[src/rtl/popcnt_pkg.sv]
package popcnt_pkg;
  localparam int DATA_W   = 31;
  localparam int CNT_W    = 5;
  localparam int FA_IN    = 3;
  localparam int N_FA     = 8;
  localparam int FA_SPAN  = N_FA * FA_IN;    // bits counted by full adders
  localparam int N_S2     = N_FA / 2;        // second-stage merges
  localparam int N_S3     = N_S2 / 2;        // third-stage merges
  localparam int S1_W     = 2;
  localparam int S2_W     = S1_W + 1;
  localparam int S3_W     = S2_W + 1;
  localparam int CI_S2    = FA_SPAN;         // first carry-in bit, stage 2
  localparam int CI_S3    = CI_S2 + N_S2;    // first carry-in bit, stage 3
  localparam int CI_S4    = CI_S3 + N_S3;    // carry-in bit, final stage
endpackage

[src/rtl/pc_fa3.sv]
module pc_fa3 (
  input  logic [2:0] bits,
  output logic [1:0] cnt
);
  always_comb begin
    cnt[0] = bits[0] ^ bits[1] ^ bits[2];
    cnt[1] = (bits[0] & bits[1]) | (bits[0] & bits[2]) | (bits[1] & bits[2]);
  end
endmodule

[src/rtl/pc_merge.sv]
// Ripple adder of two W-bit partial counts plus one raw bit as carry-in.
module pc_merge #(
  parameter int W = 2
) (
  input  logic [W-1:0] a,
  input  logic [W-1:0] b,
  input  logic         cin,
  output logic [W:0]   sum
);
  logic [W:0]   carry;
  logic [W-1:0] s;

  assign carry[0] = cin;

  for (genvar i = 0; i < W; i++) begin : g_bit
    assign s[i]       = a[i] ^ b[i] ^ carry[i];
    assign carry[i+1] = (a[i] & b[i]) | (a[i] & carry[i]) | (b[i] & carry[i]);
  end

  assign sum = {carry[W], s};
endmodule

[src/rtl/pc_out_stage.sv]
module pc_out_stage #(
  parameter int W       = 5,
  parameter bit REG_OUT = 1'b1
) (
  input  logic         clk,
  input  logic         rst,
  input  logic         in_valid,
  output logic         in_ready,
  input  logic [W-1:0] cnt_d,
  output logic         out_valid,
  input  logic         out_ready,
  output logic [W-1:0] out_count
);
  if (REG_OUT) begin : g_reg
    logic         vld_q;
    logic [W-1:0] cnt_q;

    assign in_ready = !vld_q || out_ready;

    always_ff @(posedge clk) begin
      if (rst) begin
        vld_q <= 1'b0;
        cnt_q <= '0;
      end else if (in_ready) begin
        vld_q <= in_valid;
        if (in_valid) cnt_q <= cnt_d;
      end
    end

    assign out_valid = vld_q;
    assign out_count = cnt_q;
  end else begin : g_comb
    logic unused_clkrst;
    assign unused_clkrst = clk ^ rst;
    assign in_ready  = out_ready;
    assign out_valid = in_valid;
    assign out_count = cnt_d;
  end
endmodule

[src/rtl/popcnt31.sv]
module popcnt31 #(
  parameter bit REG_OUT = 1'b1
) (
  input  logic        clk,
  input  logic        rst,
  input  logic        in_valid,
  output logic        in_ready,
  input  logic [30:0] in_data,
  output logic        out_valid,
  input  logic        out_ready,
  output logic [4:0]  out_count
);
  import popcnt_pkg::*;

  logic [S1_W-1:0]  s1 [N_FA];
  logic [S2_W-1:0]  s2 [N_S2];
  logic [S3_W-1:0]  s3 [N_S3];
  logic [CNT_W-1:0] total;

  // Stage 1: three raw bits per full adder.
  for (genvar i = 0; i < N_FA; i++) begin : g_s1
    pc_fa3 u_fa (
      .bits (in_data[FA_IN*i +: FA_IN]),
      .cnt  (s1[i])
    );
  end

  // Stage 2: pairs of 2-bit counts, raw bit as carry-in.
  for (genvar j = 0; j < N_S2; j++) begin : g_s2
    pc_merge #(.W(S1_W)) u_add (
      .a   (s1[2*j]),
      .b   (s1[2*j+1]),
      .cin (in_data[CI_S2 + j]),
      .sum (s2[j])
    );
  end

  // Stage 3: pairs of 3-bit counts, raw bit as carry-in.
  for (genvar k = 0; k < N_S3; k++) begin : g_s3
    pc_merge #(.W(S2_W)) u_add (
      .a   (s2[2*k]),
      .b   (s2[2*k+1]),
      .cin (in_data[CI_S3 + k]),
      .sum (s3[k])
    );
  end

  // Stage 4: final merge, last raw bit as carry-in.
  pc_merge #(.W(S3_W)) u_final (
    .a   (s3[0]),
    .b   (s3[1]),
    .cin (in_data[CI_S4]),
    .sum (total)
  );

  pc_out_stage #(.W(CNT_W), .REG_OUT(REG_OUT)) u_out (
    .clk       (clk),
    .rst       (rst),
    .in_valid  (in_valid),
    .in_ready  (in_ready),
    .cnt_d     (total),
    .out_valid (out_valid),
    .out_ready (out_ready),
    .out_count (out_count)
  );
endmodule

[config.mk]
export PLATFORM = sky130hd
export DESIGN_NAME = popcnt31
export DESIGN_NICKNAME = d
export VERILOG_FILES = /design/src/rtl/popcnt_pkg.sv /design/src/rtl/pc_fa3.sv /design/src/rtl/pc_merge.sv /design/src/rtl/pc_out_stage.sv /design/src/rtl/popcnt31.sv
export SDC_FILE = /design/constraint.sdc
export NUM_CORES = 1
export LEC_CHECK = 0
export CELL_PAD_IN_SITES_DETAIL_PLACEMENT = 2
export CELL_PAD_IN_SITES_GLOBAL_PLACEMENT = 2
export CORE_MARGIN = 2
export CORE_UTILIZATION = 26
export CTS_BUF_LIST = sky130_fd_sc_hd__clkbuf_4 sky130_fd_sc_hd__clkbuf_8 sky130_fd_sc_hd__clkbuf_16
export CTS_CLUSTER_DIAMETER = 150
export DETAILED_ROUTE_END_ITERATION = 12
export HOLD_SLACK_MARGIN = 0.03
export MAX_ROUTING_LAYER = met4
export PLACE_DENSITY_LB_ADDON = 0.1
export SYNTH_ARGS = -nofsm -noshare
export SYNTH_HDL_FRONTEND = slang
export SYNTH_SLANG_ARGS = --single-unit
[constraint.sdc]
create_clock -name clk -period 7.42 [get_ports clk]
set_input_delay 0.742 -clock clk [delete_from_list [all_inputs] [get_ports clk]]
set_output_delay 0.742 -clock clk [all_outputs]
set_load 0.01 [all_outputs]
==> flow_summary.json <==
{
  "htree_levels": 1,
  "ant_nets": 0,
  "drc": 0,
  "worstPathRequired_ns": 7.59,
  "clk_pin_slew_ns": 0.05,
  "clk_latency_ns": 0.25,
  "antenna_found_initial": 0,
  "numPlacedInstances": 169,
  "grt.total_usage": 0.120,
  "yosys_warnings": 0,
  "finalSetupViolations": 0,
  "initial_utilization": 0.270,
  "cts_resized": 0,
  "cp_max_fo": 1,
  "path_class": "input pin to flop",
  "diodes": 0,
  "holdBufCountCts": 0,
  "fillCellCount": 375,
  "finalPower_uw": 308,
  "final_cell_mix": "clkdlybuf4s50_1 (41), inv_1 (34), fa_1 (26)",
  "crit_path_cell_trace": "clkdlybuf4s50_1 -> inv_1 -> fa_1 -> inv_1 -> fa_1 -> fa_1 -> fa_1 -> fa_1 -> fa_1 -> fa_1 -> nand3_1 -> a21oi_1",
  "clock_power_share": 0.101,
  "switching_share": 0.420,
  "crit_family": "adder cells",
  "rsz0062_at_grt": "no",
  "grt_max_degree": 13,
  "finalClockSkew_ns": 0.00347,
  "drt_iter0_drc": 1,
  "tightest_slew_ns": 0.401,
  "ys_ff_latch": 6,
  "startpoint_type": "input pin",
  "path_buf_inv": 3,
  "area_delta_synth_final_pct": 52.6,
  "powerDensity_mw_per_mm2": 224,
  "power_frac_seq": 0.149,
  "synth_top_cell_area_share": 0.578,
  "die-area_sq_mm": 0.00395,
  "cts_sinks": 6,
  "grt_pass1_vias": 823,
  "top_level_ports": 42,
  "crit_top_cell": "fa_1",
  "grt_first_pass_wirelength_um": 3570,
  "syn_nets": 145,
  "end_kind": "flop",
  "final_cells": 172,
  "synth_cell_types": 12,
  "synth_top_area_cell": "fa_1",
  "overflow": 0,
  "postPlaceCellArea_sq_mm": 0.00135,
  "slowest_stage": "fa_1",
  "finalWirelength_um": 1930,
  "finalSetupTns_ns": 0,
  "intPower_uw": 178,
  "hp-class": "flop to flop",
  "timing.final.hold_violations": 0,
  "maxCapViolations": 0,
  "slew_headroom": 0.732,
  "row_count": 21,
  "cts_root_buffer": "clkbuf_4",
  "fin_area_sq_mm": 0.00138,
  "tritoncts": "yes",
  "synth_area_leaders": "fa_1 (58%), inv_1 (14%), dfxtp_1 (13%)",
  "pwr-share-comb": 0.751,
  "critical_path.max_stage_delay_ns": 0.54,
  "syn_area_per_cell_sq_um": 10.7,
  "synth_cells": 84,
  "viasPerCell": 4.06,
  "drive_above_1_share": 0.0476,
  "fmax_ghz": 0.216,
  "cts_setup_buffers": 0,
  "numCtsBuffers": 3,
  "place_congestion": 0.600,
  "hpwl_um": 1840,
  "power_switching_uw": 129,
  "timing.final.crit_share": 0.623,
  "yosysSeqAreaShare": 0.133,
  "syn_area_sq_um": 901,
  "core_area_sq_mm": 0.00334,
  "timing.hold.ws_ns": 0.517,
  "ir_drop_mv": 0.0815,
  "final_nets": 189,
  "mostFrequentLayoutCell": "clkdlybuf4s50_1",
  "status": "finished clean",
  "vias": 698,
  "die_x_um": 62.9,
  "wl_per_cell_um": 11.2,
  "die_y_um": 62.9,
  "cts_max_path_buffers": 2,
  "period_minus_slack_ns": 4.62,
  "worstPathArrival_ns": 4.79,
  "dr.pass1.iters": 4,
  "slew_viol_final": 0,
  "io_buffers": 41,
  "leakage_uw": 0.000632
}
-- worst paths after layout --
path                                   startpoint                              end  slack [ns]  depth (start not counted)
setup / recovery                       in_data[0]  u_out.out_count[3]$_SDFFE_PP0P_        2.80                         12
hold / removal    u_out.out_count[0]$_SDFFE_PP0P_  u_out.out_count[0]$_SDFFE_PP0P_        0.52                          2
setup reg to reg     u_out.out_valid$_SDFFE_PP0N_  u_out.out_count[3]$_SDFFE_PP0P_        6.49                          3
hold reg to reg   u_out.out_count[0]$_SDFFE_PP0P_  u_out.out_count[0]$_SDFFE_PP0P_        0.52                          2
-- power groups by stage --
stage	logic, uW	clock network, uW	registers (uW)
final	231	31.0	45.7
after global routing	277	35.0	47.4
after CTS	238	33.1	45.9
after detailed placement	237	0	46.6
after global placement	222	0	46.1
after floorplan	144	0	50.0
-- logic make-up (layout without fill, tap and decap cells) --
family	after synthesis	in the layout	share of synthesized area
DFF	6	6	0.133
and+or+nand+nor	5	5	0.0375
buffers and inverters	36	78	0.160
adders and majority gates	26	26	0.578
AOI/OAI and AO/OA	11	11	0.0917
-- worst min-delay path, cell delays in order, from the launching register on --
cell and delay, ns:
dfxtp_1 0.31, a21oi_2 0.10, a311oi_1 0.06
-- synthesized netlist by cell type (all sizes together) --
library cell  number
fa                26
a21oi              6
inv               34
nand3              4
buf                2
a311oi             1
dfxtp              6
a21bo              4
nand2b             1
-- flip-flops by register name, summed over array words and instances (netlist names) --
register	flops
u_out.out_count	5
u_out.out_valid	1
-- layout make-up --
class / count / area, sq um / area share
multi-input combinational: 42 / 637 / 0.463
timing repair buffer: 41 / 410 / 0.298
inverter: 34 / 128 / 0.0928
sequential: 6 / 120 / 0.0874
tap: 46 / 57.6 / 0.0419
clock buffer: 3 / 22.5 / 0.0164
-- metal layers --
layer	GRT usage	part of all wire	vias to the layer above
met3	0.0180	0.050	4
met1	0.121	0.37	352
li1	-	-	318
met5	-	0	-
met2	0.225	0.56	24
met4	0.0583	0.020	0
-- stage by stage --
stage          worst slack, ns   util
2_1_floorplan             3.17      -
3_3_place_gp              2.60  0.405
3_5_place_dp              2.50  0.405
4_1_cts                   2.75  0.412
5_1_grt                   2.60  0.412
6_report                  2.80  0.412
(Power assumes the default switching activity.)
